### src/rtl/sc_pkg.sv
package sc_pkg;

    localparam logic [5:0] OPC_RTYPE = 6'd0;
    localparam logic [5:0] OPC_JUMP  = 6'd2;
    localparam logic [5:0] OPC_BEQ   = 6'd4;
    localparam logic [5:0] OPC_BNE   = 6'd5;
    localparam logic [5:0] OPC_ADDI  = 6'd8;
    localparam logic [5:0] OPC_LOAD  = 6'd35;
    localparam logic [5:0] OPC_STORE = 6'd43;

    localparam logic [5:0] FN_ADD = 6'd32;
    localparam logic [5:0] FN_SUB = 6'd34;
    localparam logic [5:0] FN_AND = 6'd36;
    localparam logic [5:0] FN_OR  = 6'd37;
    localparam logic [5:0] FN_SLT = 6'd42;

    typedef enum logic [2:0] {
        ALU_AND = 3'b000,
        ALU_OR  = 3'b001,
        ALU_ADD = 3'b010,
        ALU_SUB = 3'b110,
        ALU_SLT = 3'b111
    } alu_op_e;

    typedef enum logic [1:0] {
        ACL_ADD   = 2'b00,
        ACL_SUB   = 2'b01,
        ACL_FUNCT = 2'b10
    } alu_class_e;

    typedef enum logic [2:0] {
        CL_NOP,
        CL_RTYPE,
        CL_LOAD,
        CL_STORE,
        CL_ADDI,
        CL_BEQ,
        CL_BNE,
        CL_JUMP
    } op_class_e;

    typedef struct packed {
        logic    dst_is_rd;
        logic    b_is_imm;
        logic    wb_from_mem;
        logic    reg_write;
        logic    mem_write;
        logic    br_eq;
        logic    br_ne;
        logic    jump;
        alu_op_e alu_op;
    } ctrl_t;

endpackage

### src/rtl/sc_decode.sv
module sc_decode
    import sc_pkg::*;
(
    input  logic [5:0] opcode_i,
    input  logic [5:0] funct_i,
    output ctrl_t      ctrl_o
);

    op_class_e  cls;
    alu_class_e acls;
    alu_op_e    fn_op;
    logic       fn_ok;

    // instruction class from opcode
    always_comb begin
        unique case (opcode_i)
            OPC_RTYPE: cls = CL_RTYPE;
            OPC_LOAD:  cls = CL_LOAD;
            OPC_STORE: cls = CL_STORE;
            OPC_ADDI:  cls = CL_ADDI;
            OPC_BEQ:   cls = CL_BEQ;
            OPC_BNE:   cls = CL_BNE;
            OPC_JUMP:  cls = CL_JUMP;
            default:   cls = CL_NOP;
        endcase
    end

    // second level: function field decode
    always_comb begin
        fn_ok = 1'b1;
        unique case (funct_i)
            FN_ADD:  fn_op = ALU_ADD;
            FN_SUB:  fn_op = ALU_SUB;
            FN_AND:  fn_op = ALU_AND;
            FN_OR:   fn_op = ALU_OR;
            FN_SLT:  fn_op = ALU_SLT;
            default: begin
                fn_op = ALU_ADD;
                fn_ok = 1'b0;
            end
        endcase
    end

    // controls per class
    always_comb begin
        ctrl_o = '0;
        ctrl_o.alu_op = ALU_ADD;
        acls = ACL_ADD;
        unique case (cls)
            CL_RTYPE: begin
                ctrl_o.dst_is_rd = 1'b1;
                ctrl_o.reg_write = fn_ok;
                acls = ACL_FUNCT;
            end
            CL_LOAD: begin
                ctrl_o.b_is_imm    = 1'b1;
                ctrl_o.wb_from_mem = 1'b1;
                ctrl_o.reg_write   = 1'b1;
            end
            CL_STORE: begin
                ctrl_o.b_is_imm  = 1'b1;
                ctrl_o.mem_write = 1'b1;
            end
            CL_ADDI: begin
                ctrl_o.b_is_imm  = 1'b1;
                ctrl_o.reg_write = 1'b1;
            end
            CL_BEQ: begin
                ctrl_o.br_eq = 1'b1;
                acls = ACL_SUB;
            end
            CL_BNE: begin
                ctrl_o.br_ne = 1'b1;
                acls = ACL_SUB;
            end
            CL_JUMP: begin
                ctrl_o.jump = 1'b1;
            end
            default: begin
                acls = ACL_ADD;
            end
        endcase

        unique case (acls)
            ACL_SUB:   ctrl_o.alu_op = ALU_SUB;
            ACL_FUNCT: ctrl_o.alu_op = fn_op;
            default:   ctrl_o.alu_op = ALU_ADD;
        endcase
    end

    // an unsupported opcode never produces a write
    always_comb begin
        if (cls == CL_NOP) begin
            assert_nop_quiet_R8: assert (!ctrl_o.reg_write && !ctrl_o.mem_write);
        end
    end

endmodule

### src/rtl/sc_alu.sv
module sc_alu
    import sc_pkg::*;
#(
    parameter int W = 32
) (
    input  alu_op_e      op_i,
    input  logic [W-1:0] a_i,
    input  logic [W-1:0] b_i,
    output logic [W-1:0] y_o,
    output logic         zero_o
);

    always_comb begin
        unique case (op_i)
            ALU_AND: y_o = a_i & b_i;
            ALU_OR:  y_o = a_i | b_i;
            ALU_SUB: y_o = a_i - b_i;
            ALU_SLT: y_o = ($signed(a_i) < $signed(b_i)) ? W'(1) : W'(0);
            default: y_o = a_i + b_i;
        endcase
    end

    assign zero_o = (y_o == '0);

endmodule

### src/rtl/sc_regfile.sv
module sc_regfile #(
    parameter int W = 32,
    parameter int N = 32,
    localparam int AW = $clog2(N)
) (
    input  logic          clk,
    input  logic          rst,
    input  logic [AW-1:0] ra1_i,
    input  logic [AW-1:0] ra2_i,
    output logic [W-1:0]  rd1_o,
    output logic [W-1:0]  rd2_o,
    input  logic          we_i,
    input  logic [AW-1:0] wa_i,
    input  logic [W-1:0]  wd_i
);

    logic [W-1:0] regs [N];

    always_ff @(posedge clk) begin
        if (rst) begin
            for (int i = 0; i < N; i++) begin
                regs[i] <= '0;
            end
        end else if (we_i && (wa_i != '0)) begin
            regs[wa_i] <= wd_i;
        end
    end

    assign rd1_o = regs[ra1_i];
    assign rd2_o = regs[ra2_i];

    assert_r0_reads_zero_R5: assert property (@(posedge clk) disable iff (rst)
        (ra1_i == '0) |-> (rd1_o == '0));

    assert_write_visible_R9: assert property (@(posedge clk) disable iff (rst)
        (we_i && (wa_i != '0)) |=> ((ra1_i != $past(wa_i)) || (rd1_o == $past(wd_i))));

endmodule

### src/rtl/sc_dmem.sv
module sc_dmem #(
    parameter int W       = 32,
    parameter int WORDS   = 32,
    parameter int DM_BASE = 0,
    localparam int IDXW   = $clog2(WORDS),
    localparam int BASEW  = 30 - IDXW
) (
    input  logic         clk,
    input  logic         rst,
    input  logic [29:0]  waddr_i,
    input  logic         we_i,
    input  logic [W-1:0] wd_i,
    output logic         sel_o,
    output logic [W-1:0] rd_o
);

    logic [W-1:0]    mem [WORDS];
    logic [IDXW-1:0] idx;

    assign idx   = waddr_i[IDXW-1:0];
    assign sel_o = (waddr_i[29:IDXW] == BASEW'(DM_BASE));

    always_ff @(posedge clk) begin
        if (rst) begin
            for (int i = 0; i < WORDS; i++) begin
                mem[i] <= '0;
            end
        end else if (we_i && sel_o) begin
            mem[idx] <= wd_i;
        end
    end

    assign rd_o = sel_o ? mem[idx] : '0;

    assert_store_readback_R4: assert property (@(posedge clk) disable iff (rst)
        (we_i && sel_o) |=> ((waddr_i != $past(waddr_i)) || (rd_o == $past(wd_i))));

endmodule

### src/rtl/sc_core.sv
module sc_core
    import sc_pkg::*;
#(
    parameter int DM_WORDS = 32,
    parameter int DM_BASE  = 0
) (
    input  logic        clk,
    input  logic        rst,
    output logic [31:0] pc_o,
    input  logic [31:0] instr_i,
    output logic        rf_we_o,
    output logic [4:0]  rf_waddr_o,
    output logic [31:0] rf_wdata_o,
    output logic        dm_we_o,
    output logic [31:0] dm_addr_o,
    output logic [31:0] dm_wdata_o
);

    localparam int XLEN = 32;
    localparam int NREG = 32;

    logic [31:0] pc_q, pc_next, pc_plus4, br_tgt, jmp_tgt, sext;
    logic [31:0] rd1, rd2, alu_b, alu_y, mem_rd, wb_data;
    logic [4:0]  rs, rt, rd, wn;
    logic        alu_zero, br_taken, dm_sel;
    ctrl_t       ctrl;

    assign rs   = instr_i[25:21];
    assign rt   = instr_i[20:16];
    assign rd   = instr_i[15:11];
    assign sext = {{16{instr_i[15]}}, instr_i[15:0]};

    sc_decode dec_i (
        .opcode_i (instr_i[31:26]),
        .funct_i  (instr_i[5:0]),
        .ctrl_o   (ctrl)
    );

    sc_regfile #(.W(XLEN), .N(NREG)) rf_i (
        .clk   (clk),
        .rst   (rst),
        .ra1_i (rs),
        .ra2_i (rt),
        .rd1_o (rd1),
        .rd2_o (rd2),
        .we_i  (ctrl.reg_write),
        .wa_i  (wn),
        .wd_i  (wb_data)
    );

    assign alu_b = ctrl.b_is_imm ? sext : rd2;

    sc_alu #(.W(XLEN)) alu_i (
        .op_i   (ctrl.alu_op),
        .a_i    (rd1),
        .b_i    (alu_b),
        .y_o    (alu_y),
        .zero_o (alu_zero)
    );

    sc_dmem #(.W(XLEN), .WORDS(DM_WORDS), .DM_BASE(DM_BASE)) dm_i (
        .clk     (clk),
        .rst     (rst),
        .waddr_i (alu_y[31:2]),
        .we_i    (ctrl.mem_write),
        .wd_i    (rd2),
        .sel_o   (dm_sel),
        .rd_o    (mem_rd)
    );

    assign wn      = ctrl.dst_is_rd ? rd : rt;
    assign wb_data = ctrl.wb_from_mem ? mem_rd : alu_y;

    // next program counter: jump overrides branch
    assign pc_plus4 = pc_q + 32'd4;
    assign br_tgt   = pc_plus4 + {sext[29:0], 2'b00};
    assign jmp_tgt  = {pc_plus4[31:28], instr_i[25:0], 2'b00};
    assign br_taken = (ctrl.br_eq & alu_zero) | (ctrl.br_ne & ~alu_zero);

    always_comb begin
        if (ctrl.jump)     pc_next = jmp_tgt;
        else if (br_taken) pc_next = br_tgt;
        else               pc_next = pc_plus4;
    end

    always_ff @(posedge clk) begin
        if (rst) pc_q <= '0;
        else     pc_q <= pc_next;
    end

    assign pc_o       = pc_q;
    assign rf_we_o    = ctrl.reg_write && (wn != '0);
    assign rf_waddr_o = wn;
    assign rf_wdata_o = wb_data;
    assign dm_we_o    = ctrl.mem_write && dm_sel;
    assign dm_addr_o  = alu_y;
    assign dm_wdata_o = rd2;

    assert_seq_step_R6: assert property (@(posedge clk) disable iff (rst)
        (!ctrl.jump && !ctrl.br_eq && !ctrl.br_ne) |=> (pc_q == $past(pc_q) + 32'd4));

    assert_jump_target_R7: assert property (@(posedge clk) disable iff (rst)
        ctrl.jump |=> (pc_q == {$past(pc_plus4[31:28]), $past(instr_i[25:0]), 2'b00}));

    assert_beq_taken_R6: assert property (@(posedge clk) disable iff (rst)
        (ctrl.br_eq && (rd1 == rd2)) |=> (pc_q == $past(br_tgt)));

    assert_single_writer_R4: assert property (@(posedge clk) disable iff (rst)
        dm_we_o |-> !rf_we_o);

endmodule

### config.mk
export PLATFORM = sky130hd
export DESIGN_NAME = sc_core
export DESIGN_NICKNAME = d
export VERILOG_FILES = /design/src/rtl/sc_pkg.sv /design/src/rtl/sc_decode.sv /design/src/rtl/sc_alu.sv /design/src/rtl/sc_regfile.sv /design/src/rtl/sc_dmem.sv /design/src/rtl/sc_core.sv
export SDC_FILE = /design/constraint.sdc
export NUM_CORES = 2
export LEC_CHECK = 0
export ABC_CLOCK_PERIOD_IN_PS = 7600
export BUFFER_PORTS_ARGS = -buffer_cell sky130_fd_sc_hd__buf_2
export CAP_MARGIN = 40
export CELL_PAD_IN_SITES_DETAIL_PLACEMENT = 0
export CELL_PAD_IN_SITES_GLOBAL_PLACEMENT = 1
export CORE_ASPECT_RATIO = 0.6
export CORE_MARGIN = 3
export CORE_UTILIZATION = 47
export CTS_CLUSTER_DIAMETER = 100
export DETAILED_ROUTE_END_ITERATION = 6
export GPL_TIMING_DRIVEN = 0
export PLACE_DENSITY = 0.81
export SLEW_MARGIN = 10
export SYNTH_ARGS = -nofsm -noshare
export SYNTH_HDL_FRONTEND = slang
export SYNTH_SLANG_ARGS = --single-unit
### constraint.sdc
create_clock -name clk -period 7.6 [get_ports clk]
set_input_delay 0.38 -clock clk [delete_from_list [all_inputs] [get_ports clk]]
set_output_delay 0.38 -clock clk [all_outputs]
set_load 0.1 [all_outputs]
==> flow_summary.ini <==
[yosys]
yosys-top-cells-count = sky130_fd_sc_hd__nor2_1 (2,156), sky130_fd_sc_hd__edfxtp_1 (2,048), sky130_fd_sc_hd__nand2_1 (1,217)
post_syn_area_per_cell_um2 = 11.8
mappedNetlistArea_mm2 = 0.106
synth_cells = 8929
count_of_flip_flops_with_a_built_in_enable_after_synthesis = 2048
yosys_warnings = 0
synth_cell_type_count = 87
synthFlopType = sky130_fd_sc_hd__edfxtp_1
ys_top_cells_by_area = sky130_fd_sc_hd__edfxtp_1 (58%), sky130_fd_sc_hd__mux4_2 (14%), sky130_fd_sc_hd__nor2_1 (7.7%), sky130_fd_sc_hd__nand2_1 (4.3%), sky130_fd_sc_hd__nand3_1 (2.6%)
synth-seq-area-share_pct = 58.8
synth.ff_latch_count = 2078
most_area_hungry_cell_type_in_the_yosys_netlist = sky130_fd_sc_hd__edfxtp_1
dominant_cell_by_count_in_the_synthesized_netlist = sky130_fd_sc_hd__nor2_1
synthDominantCellAreaShare_pct = 58.2
synth_async_sr_flop_share_pct = 0

[floorplanning]
dieArea_mm2 = 0.231
die-width_um = 618
initial_utilization_pct = 47.4
rows = 134
top_level_ports = 169
die_height_um = 373
placeable_core_area_mm2 = 0.223

[worst_setup_path]
critical_path_depth = 26
crit_path_max_incr_delay_ns = 0.57
timing.rr.start = rf_i.regs[0][1]
cp-end-kind = primary output
path_buf_inv = 14
critical-path-top-delay-family = buffers and inverters
cp-start-kind = primary input
standard_cell_with_the_maximum_stage_delay_on_the_critical_path = sky130_fd_sc_hd__a21oi_4
worst-r2r-cell-count = 23
critPathMaxFanout = 15
cp_data_arrival_time_ns = 7.95
worstReg2RegEnd = dm_i.mem[30][25]
ff2ff_setup_slack_ns = -0.17
worstPathRequired_ns = 7.22
worst-setup-path-type = primary input to primary output
timing.critical_path.mode_cell = sky130_fd_sc_hd__buf_2

[hold_path]
whs_endpoint = pc_o[14]
hold_path.class = primary input to flip-flop
min_delay_path_depth = 3
holdCritStartpoint = instr_i[12]

[clock_tree]
cts_tree = built
cts.clk_slew.worst_paths_ns = 0.07
h-tree-depth = 4
tritoncts_num_sinks = 2078
ctsRootBufferMaster = sky130_fd_sc_hd__clkbuf_16
cts_inserted_buffers = 207
clockBufferDepth = 4
worst_skew_pair.late_latency_ns = 0.91

[finish]
layout-drive-gt1-share_pct = 23.9
area_growth_from_synthesis_to_layout_pct = 21.0
instances_no_fill = 13100
finalNetCount = 10000
post-route-cell-area_mm2 = 0.128
final_cell_utilization_of_the_core_pct = 57.3

[timing]
unrepaired_setup_endpoints_after_global_routing = yes
worstMarginPinSlew_ns = 1.29
finalCriticalPeriod_ns = 8.33
fmax_mhz = 120
maxSlewHeadroom_pct = 13.6
finalHoldViolations = 0
setup_viol_count_final = 974
timing_max_transition_violations_final = 0
post-route-worst-setup-slack_ns = -0.734
timing.clock.skew_ns = 0.0561
final.period_utilization_pct = 110

[placed_design]
portBuffers = 157
dp.cells = 12400
detailed_place.area_mm2 = 0.115
place.gp.congestion = 1.09
dp_hpwl_um = 399000

[routing]
drt_first_iter_violations = 20300
drc = 5
drt_first_pass_iters = 7
routed_wl_um = 533000
routedWlPerCell_um = 40.8
route.antenna.remaining_nets = 0
drt-vias-per-instance = 6.97
dr_total_vias = 91000

[global_route]
grt-ovfl-total = 0
wire_length_of_the_first_global_routing_pass_um = 698000
globalRouteTotalUtil_pct = 44.9
number_of_antenna_violations_at_the_first_check_in_global_routing = 53
grt_max_degree = 33
grt_pass1_vias = 81500

[pwr]
worst_ir_drop_on_vdd_mv = 0.219
leakagePower_uw = 0.0480
power_per_cell_area_mw_per_mm2 = 312
finalPower_uw = 39900

[run]
cap_violations = 0

[run_status]
run_status = complete, but fails checks
violated_checks = DRC, setup timing
## cell usage in the layout (no fill, tap or decap), drive strengths merged, types with 16 or more instances in the layout
cell,count
nor2,2157
edfxtp,2048
nand2,1243
buf,923
clkbuf,785
mux4,648
nand3,544
a21oi,247
inv,165
ha,128
clkinv,97
o21ai,84
and3,75
a31oi,70
nor3,44
diode,43
mux2i,42
xnor2,40
clkinvlp,38
o211ai,38
nor4,37
nand4,35
conb,34
a21o,34
o22ai,33
mux2,32
a22oi,31
dfxtp,30
or4,18
bufinv,17
nand2b,17
nor2b,16
## flip-flops by register name, summed over array words and instances (netlist names)
name / cells
dm_i.mem: 1024
rf_i.regs: 1024
pc_o: 30
## worst register-to-register path: stages, from the launching register on
cell and delay [ns]:
sky130_fd_sc_hd__edfxtp_1 0.40, sky130_fd_sc_hd__mux4_2 0.50, sky130_fd_sc_hd__mux4_2 0.55, sky130_fd_sc_hd__mux2i_4 0.24
sky130_fd_sc_hd__nand2_1 0.10, sky130_fd_sc_hd__o21ai_2 0.16, sky130_fd_sc_hd__ha_1 0.32, sky130_fd_sc_hd__nand2b_1 0.23
sky130_fd_sc_hd__a21oi_1 0.25, sky130_fd_sc_hd__nor2_1 0.10, sky130_fd_sc_hd__a221oi_1 0.33, sky130_fd_sc_hd__o221a_2 0.36
sky130_fd_sc_hd__buf_2 0.22, sky130_fd_sc_hd__clkbuf_2 0.34, sky130_fd_sc_hd__buf_6 0.32, sky130_fd_sc_hd__clkbuf_1 0.52
sky130_fd_sc_hd__buf_6 0.25, sky130_fd_sc_hd__buf_2 0.52, sky130_fd_sc_hd__nor2_1 0.21, sky130_fd_sc_hd__buf_4 0.26
sky130_fd_sc_hd__nand4_1 0.26, sky130_fd_sc_hd__clkbuf_1 0.42, sky130_fd_sc_hd__nand2_4 0.32, sky130_fd_sc_hd__buf_12 0.28
## cell families after synthesis
kind of cell,Yosys count,share of synthesized area (%)
AND/OR/NAND/NOR,4207,16.4
flip-flops,2078,58.8
buffers and inverters,1008,3.72
AO/OA/AOI/OAI,727,4.51
multiplexers,722,14.6
adder cells (fa/ha/maj),131,1.57
XOR/XNOR,55,0.456
other,1,0.00355
## final cells by class
type	count	area, um^2
buffer	769	4150
antenna	43	108
clock buffer	248	5420
fill	18200	95100
tap	2992	3740
clock inverter	123	1020
multi-input combinational	5901	42600
inverter	194	868
sequential	2078	62100
timing repair buffer	708	7780
## per-layer routing
| layer | vias up | part of all wire [%] | track usage [%] |
|---|---|---|---|
| li1 | 34300 | - | - |
| met1 | 45300 | 37 | 64.4 |
| met2 | 9975 | 35 | 51.1 |
| met3 | 1285 | 23 | 32.2 |
| met4 | 69 | 4.2 | 14.3 |
| met5 | - | 0.59 | 4.94 |
## repair_timing
action / 4_1_cts / 5_1_grt
gates resized for setup: 753 / 220
setup endpoints to repair: 3127 / 1849
hold buffers: 14 / 0
buffers inserted: 144 / 65
endpoints found under the hold margin: 14 / 0
cloned: 19 / 12
pin swaps: 90 / 62
## per-stage QoR
stage	worst slack (ns)	hold WS, ns	TNS [ns]
floorplan	-0.0319	0.502	-0.135
global placement	-6.81	0.675	-
detailed placement	-4.72	0.673	-
CTS	-0.360	0.0421	-6.91
global route	-0.560	0.0933	-14.10
finish	-0.734	0.107	-96.23
## where the power goes
group	leakage (uW)	switching (uW)	internal, uW
combinational	0.0235	12100	4240
sequential	0.0214	172	12900
clock	0.00314	4830	5610
total	0.0480	17100	22800
## how the worst max path moves through the flow
stage                         start             end  slack, ns
floorplan               instr_i[16]   rf_wdata_o[1]      -0.03
detailed placement      instr_i[17]  dm_i.mem[1][5]      -4.72
CTS                 rf_i.regs[2][0]  rf_wdata_o[28]      -0.36
global placement        instr_i[17]  dm_i.mem[5][5]      -6.81
global route        rf_i.regs[2][0]  rf_wdata_o[28]      -0.56
finish                  instr_i[28]  rf_wdata_o[13]      -0.73
No activity file was read; power rests on OpenSTA's default activity.
